**src/rtl/lls_pkg.sv**
```systemverilog
package lls_pkg;
  localparam int unsigned WW = 16;
  localparam int unsigned AW = WW - 1;

  typedef enum logic [1:0] {
    ST_BAD   = 2'd0,
    ST_NONE  = 2'd1,
    ST_FOUND = 2'd2
  } lls_status_e;

  typedef enum logic [1:0] {
    FS_IDLE,
    FS_CHECK,
    FS_KEY,
    FS_LINK
  } lls_fsm_e;
endpackage

```
**src/rtl/lls_match.sv**
```systemverilog
module lls_match #(
  parameter int unsigned W = 16
) (
  input  logic [W-1:0] key_i,
  input  logic [W-1:0] arg_i,
  input  logic         gt_mode_i,
  output logic         hit_o
);
  always_comb begin
    if (gt_mode_i) hit_o = (key_i > arg_i);
    else           hit_o = (key_i == arg_i);
  end
endmodule

```
**src/rtl/lls_guard.sv**
```systemverilog
module lls_guard #(
  parameter int unsigned CW = 16
) (
  input  logic          clk_i,
  input  logic          rst_ni,
  input  logic          clr_i,
  input  logic          inc_i,
  input  logic [CW-1:0] limit_i,
  output logic          trip_o
);
  logic [CW-1:0] cnt_q;

  always_ff @(posedge clk_i or negedge rst_ni) begin
    if (!rst_ni)                     cnt_q <= '0;
    else if (clr_i)                  cnt_q <= '0;
    else if (inc_i && ~&cnt_q)       cnt_q <= cnt_q + 1'b1;
  end

  assign trip_o = (limit_i != '0) && (cnt_q >= limit_i);
endmodule

```
**src/rtl/lls_search.sv**
```systemverilog
module lls_search
  import lls_pkg::*;
#(
  parameter int unsigned W  = lls_pkg::WW,
  parameter int unsigned CW = 16,
  localparam int unsigned A = W - 1
) (
  input  logic          clk_i,
  input  logic          rst_ni,
  input  logic          start_i,
  input  logic [W-1:0]  head_i,
  input  logic [W-1:0]  key_off_i,
  input  logic [W-1:0]  arg_i,
  input  logic          gt_mode_i,
  input  logic [W-1:0]  prev_init_i,
  input  logic [CW-1:0] limit_i,
  output logic          mem_req_o,
  output logic [A-1:0]  mem_addr_o,
  input  logic          mem_ack_i,
  input  logic [W-1:0]  mem_rdata_i,
  output logic          busy_o,
  output logic          done_o,
  output logic [1:0]    status_o,
  output logic [W-1:0]  node_o,
  output logic [W-1:0]  prev_o
);
  lls_fsm_e     fsm_q;
  logic [W-1:0] cur_q, prev_q, node_q;
  logic [1:0]   stat_q;
  logic         done_q;
  logic         hit, trip;
  logic         key_ack, link_ack, accept;

  assign accept   = (fsm_q == FS_IDLE) && start_i;
  assign key_ack  = (fsm_q == FS_KEY) && mem_ack_i;
  assign link_ack = (fsm_q == FS_LINK) && mem_ack_i;

  lls_match #(.W(W)) u_match (
    .key_i    (mem_rdata_i),
    .arg_i    (arg_i),
    .gt_mode_i(gt_mode_i),
    .hit_o    (hit)
  );

  lls_guard #(.CW(CW)) u_guard (
    .clk_i  (clk_i),
    .rst_ni (rst_ni),
    .clr_i  (accept),
    .inc_i  (key_ack),
    .limit_i(limit_i),
    .trip_o (trip)
  );

  // key address wraps within the A-bit word space
  always_comb begin
    mem_req_o  = (fsm_q == FS_KEY) || (fsm_q == FS_LINK);
    mem_addr_o = cur_q[A-1:0];
    if (fsm_q == FS_KEY) mem_addr_o = cur_q[A-1:0] + key_off_i[A-1:0];
  end

  always_ff @(posedge clk_i or negedge rst_ni) begin
    if (!rst_ni) begin
      fsm_q  <= FS_IDLE;
      cur_q  <= '0;
      prev_q <= '0;
      node_q <= '0;
      stat_q <= ST_NONE;
      done_q <= 1'b0;
    end else begin
      done_q <= 1'b0;
      unique case (fsm_q)
        FS_IDLE: if (start_i) begin
          cur_q  <= {1'b0, head_i[A-1:0]};
          prev_q <= prev_init_i;
          fsm_q  <= FS_CHECK;
        end
        FS_CHECK: begin
          if (cur_q == '0) begin
            node_q <= '0;
            stat_q <= ST_NONE;
            done_q <= 1'b1;
            fsm_q  <= FS_IDLE;
          end else if (cur_q[W-1] || trip) begin
            node_q <= cur_q;
            stat_q <= ST_BAD;
            done_q <= 1'b1;
            fsm_q  <= FS_IDLE;
          end else begin
            fsm_q <= FS_KEY;
          end
        end
        FS_KEY: if (mem_ack_i) begin
          if (hit) begin
            node_q <= cur_q;
            stat_q <= ST_FOUND;
            done_q <= 1'b1;
            fsm_q  <= FS_IDLE;
          end else begin
            fsm_q <= FS_LINK;
          end
        end
        FS_LINK: if (link_ack) begin
          prev_q <= cur_q;
          cur_q  <= mem_rdata_i;
          fsm_q  <= FS_CHECK;
        end
        default: fsm_q <= FS_IDLE;
      endcase
    end
  end

  assign busy_o   = (fsm_q != FS_IDLE);
  assign done_o   = done_q;
  assign status_o = stat_q;
  assign node_o   = node_q;
  assign prev_o   = prev_q;
endmodule

```
**config.mk**
```make
export PLATFORM = sky130hd
export DESIGN_NAME = lls_search
export DESIGN_NICKNAME = d
export VERILOG_FILES = /design/src/rtl/lls_pkg.sv /design/src/rtl/lls_match.sv /design/src/rtl/lls_guard.sv /design/src/rtl/lls_search.sv
export SDC_FILE = /design/constraint.sdc
export NUM_CORES = 1
export LEC_CHECK = 0
export ABC_CLOCK_PERIOD_IN_PS = 5300
export CAP_MARGIN = 20
export CORE_MARGIN = 2
export CORE_UTILIZATION = 41
export CTS_BUF_LIST = sky130_fd_sc_hd__clkbuf_16
export DETAILED_ROUTE_END_ITERATION = 7
export GPL_TIMING_DRIVEN = 0
export HOLD_SLACK_MARGIN = 0.15
export PLACE_DENSITY = 0.71
export SLEW_MARGIN = 10
export SYNTH_ARGS = -nofsm -noshare
export SYNTH_HDL_FRONTEND = slang
export SYNTH_HIERARCHICAL = 1
export SYNTH_SLANG_ARGS = --single-unit
```
**constraint.sdc**
```tcl
create_clock -name clk_i -period 5.3 [get_ports clk_i]
set_input_delay 1.59 -clock clk_i [delete_from_list [all_inputs] [get_ports clk_i]]
set_output_delay 1.59 -clock clk_i [all_outputs]
set_load 0.03 [all_outputs]
```
==> impl_metrics.py <==
metrics = {
    "timing": {
        "clock.fmax_mhz": 190,
        "fin_crit_sh_pct": 99.6,
        "finalMaxSlewViolations": 0,
        "layout_min_cycle_time_ns": 5.28,
        "worst_pin_slew_ns": 0.843,
        "tns_ns": 0,
        "maxSlewHeadroom_pct": 43.8,
        "fin_worst_skew_ns": 0.0105,
        "setup_viol": 0,
        "finalHoldViolCount": 0,
    },
    "grt": {
        "grt_pass1_wl_um": 24800,
        "use_met3_pct": 4.34,
        "grt.overflow.total": 0,
        "grt_max_degree": 58,
        "grt_use_total_pct": 23.9,
        "top_usage_layer": "met2",
        "grt_pass1_vias": 5019,
        "grtUsageMet1_pct": 28.9,
        "antenna_found_initial": 0,
        "use_met2_pct": 42.3,
    },
    "die": {
        "rows": 40,
        "initial_core_util_pct": 42.2,
        "die_w_um": 115,
        "ios": 153,
        "fp.dieArea_um2": 13300,
        "coreArea_um2": 12100,
        "die_y_um": 115,
    },
    "critical_path": {
        "reg2reg_depth": 10,
        "path_max_fanout": 3,
        "crit_arrival_ns": 3.69,
        "start_kind": "input port",
        "r2r-start": "u_guard/cnt_q[2]$_DFFE_PN0P_",
        "endpoint_kind": "primary output",
        "path_class": "input port to primary output",
        "required_ns": 3.71,
        "r2r_slack_ns": 2.33,
        "r2r-end": "node_o[13]$_DFFE_PN0P_",
    },
    "cells_and_area": {
        "final_area_um2": 7290,
        "antenna_cells": 0,
        "syn_to_final_growth_pct": 43.1,
        "drive_gt1_share_pct": 13.5,
        "seq_area_um2": 1730,
        "final_core_util_pct": 60.5,
        "n_fill_cell": 1014,
        "nets": 870,
        "multi_input_area_um2": 3260,
    },
    "detailed_routing": {
        "route.detailed.drc": 0,
        "ant_nets": 0,
        "vias": 4784,
        "first_iter_violations": 226,
        "drt_wl_total_um": 15600,
        "routedWlPerCell_um": 17.5,
        "vias_per_cell": 5.38,
        "drt_pass1_iterations": 4,
    },
    "logic_synthesis": {
        "netlist_area_um2": 5090,
        "synth_area_leader_cell": "dfrtp_1",
        "post_synth_num_cell_types": 64,
        "synth_cells": 547,
        "synth_seq_area_share_pct": 33.9,
        "synth_top_cell_area_share_pct": 33.4,
        "synth_flop_cell": "dfrtp_1",
        "synthTopCellsByArea": "dfrtp_1 33%, ha_1 13%, mux2i_1 6.7%",
        "syn_area_per_cell_um2": 9.31,
        "async_reset_ff_share_pct": 100,
        "yosys_warnings": 6,
        "synth_edf_count": 0,
        "ys_seq_elements": 69,
        "syn_nets": 700,
    },
    "place": {
        "place_congestion": 0.907,
        "place_area_um2": 6830,
        "port-buffer-count": 150,
        "dpl.hpwl_um": 12100,
    },
    "min_path": {
        "min_path_cells": 1,
        "worstHoldPathType": "flip-flop to flip-flop",
        "min_to": "node_o[10]$_DFFE_PN0P_",
        "min_from": "node_o[10]$_DFFE_PN0P_",
    },
    "power_and_ir_drop": {
        "vdd_drop_max_mv": 0.461,
        "leakage_nw": 3.08,
        "power_density_nw_per_um2": 536,
    },
    "clock_tree": {
        "clkSlewWorstSetupHoldPaths_ns": 0.05,
        "clk_path_buf_depth": 2,
        "clkLatencyLatePin_ns": 0.33,
        "cts_sinks": 69,
        "cts_buffers": 9,
        "cts_max_level": 3,
        "cts_root_buf": "clkbuf_16",
        "cts_tree": "done",
    },
    "outcome": {
        "status": "completed",
    },
    "job": {
        "maxCapViolCount": 0,
    },
}
-- worst max-delay path, cell delays in order --
cell and delay (ns):
clkdlybuf4s50_1 0.43, ha_1 0.34, o21a_1 0.17, o31ai_4 0.09
buf_4 0.14, a211oi_2 0.21, nor3_1 0.07, and3b_1 0.23
xor2_1 0.21, buf_4 0.20
-- how the worst max path moves through the flow --
stage                            start              to  slack [ns]  depth (start not counted)
after CTS                 key_off_i[0]  mem_addr_o[14]       -0.02                         12
after detailed placement  key_off_i[0]  mem_addr_o[12]       -0.87                         11
final                     key_off_i[4]  mem_addr_o[14]        0.02                         10
after global routing      key_off_i[6]  mem_addr_o[13]       -0.02                          9
after global placement    key_off_i[0]  mem_addr_o[12]       -0.84                         11
after floorplan           key_off_i[0]  mem_addr_o[14]        0.25                          9
-- cell usage in the layout, fill, tap and decap left out, types with 4 or more instances in the layout --
cell             instances
nor2_1                  59
a211oi_1                 5
nor3_1                  11
o21a_1                   4
a21oi_1                 50
or3_1                    4
buf_4                   12
dlygate4sd2_1            5
nor4_1                   9
mux2_2                  14
clkbuf_1                11
inv_1                   54
xnor2_1                 14
clkdlybuf4s50_1        132
mux2_4                  10
clkbuf_16                9
o21ai_0                 16
a21o_1                   4
dfrtp_1                 68
nand3_1                 18
nand4_1                 11
buf_2                    4
a21oi_2                  5
nand2_1                 20
ha_1                    39
o22ai_1                  4
mux2i_1                 34
ha_4                     9
-- per-layer routing --
metal,share of wire [%],vias to the layer above
met5,0,-
met4,2.3,0
met3,6.0,27
met2,49,156
met1,42,2292
li1,-,2309
-- sequential cells by signal (all words and copies together), names as in the netlist --
register / flops
fsm_q: 2
done_o: 1
node_o: 16
prev_o: 16
u_guard/cnt_q: 16
status_o: 2
cur_q: 16
-- synth_stat cells, types with 4 or more instances --
| cell type | instances |
|---|---|
| xnor2_1 | 14 |
| o21ai_0 | 20 |
| nand2_1 | 20 |
| inv_1 | 51 |
| mux2_2 | 14 |
| a21oi_1 | 52 |
| o22ai_1 | 4 |
| and3_1 | 4 |
| a211oi_1 | 7 |
| mux2i_1 | 34 |
| nand4_1 | 11 |
| dfrtp_1 | 68 |
| nand3_1 | 18 |
| o21a_1 | 4 |
| nor3_1 | 11 |
| clkbuf_1 | 11 |
| or3_1 | 4 |
| nor4_1 | 9 |
| nor2_1 | 59 |
| mux2_4 | 10 |
| a21o_1 | 4 |
| ha_1 | 51 |
-- stage by stage --
stage	power, W	hold WS [ns]	setup slack (ns)	cells
after floorplan	0.00238	0.506	0.249	547
after global placement	0.00317	0.493	-0.844	865
after detailed placement	0.00323	0.501	-0.866	866
after CTS	0.00382	0.519	-0.0158	888
after global routing	0.00414	0.532	-0.0216	889
final	0.00391	0.509	0.0234	889
-- final cells by class --
| type | count | area share [%] |
|---|---|---|
| flip-flops and latches | 69 | 23.7 |
| clock buffers | 9 | 3.09 |
| clock inverters | 6 | 0.343 |
| multi-input cells | 410 | 44.7 |
| plain buffers | 17 | 1.22 |
| repair buffers | 159 | 21.4 |
| well taps | 168 | 2.88 |
| inverters | 51 | 2.62 |
-- logic make-up after synthesis --
| kind of cell | share of synthesized area [%] |
|---|---|
| AO/OA/AOI/OAI | 15.6 |
| adder cells (fa/ha/maj) | 12.9 |
| AND/OR/NAND/NOR | 16.4 |
| XOR/XNOR | 2.92 |
| flip-flops | 33.9 |
| buffers and inverters | 5.50 |
| multiplexers | 12.7 |
-- where the power goes --
part,internal [W],switching [W]
Clock,0.000305,0.000213
Sequential,0.000727,0.000240
Combinational,0.00109,0.00133
-- repair_timing --
item / CTS / global route
cloned: 0 / 0
pin swaps: 8 / 10
hold buffers: 0 / 0
gates resized for setup: 72 / 18
endpoints found under the setup margin: 12 / 9
setup buffers: 7 / 1
Power figures use the tool's default switching activity.
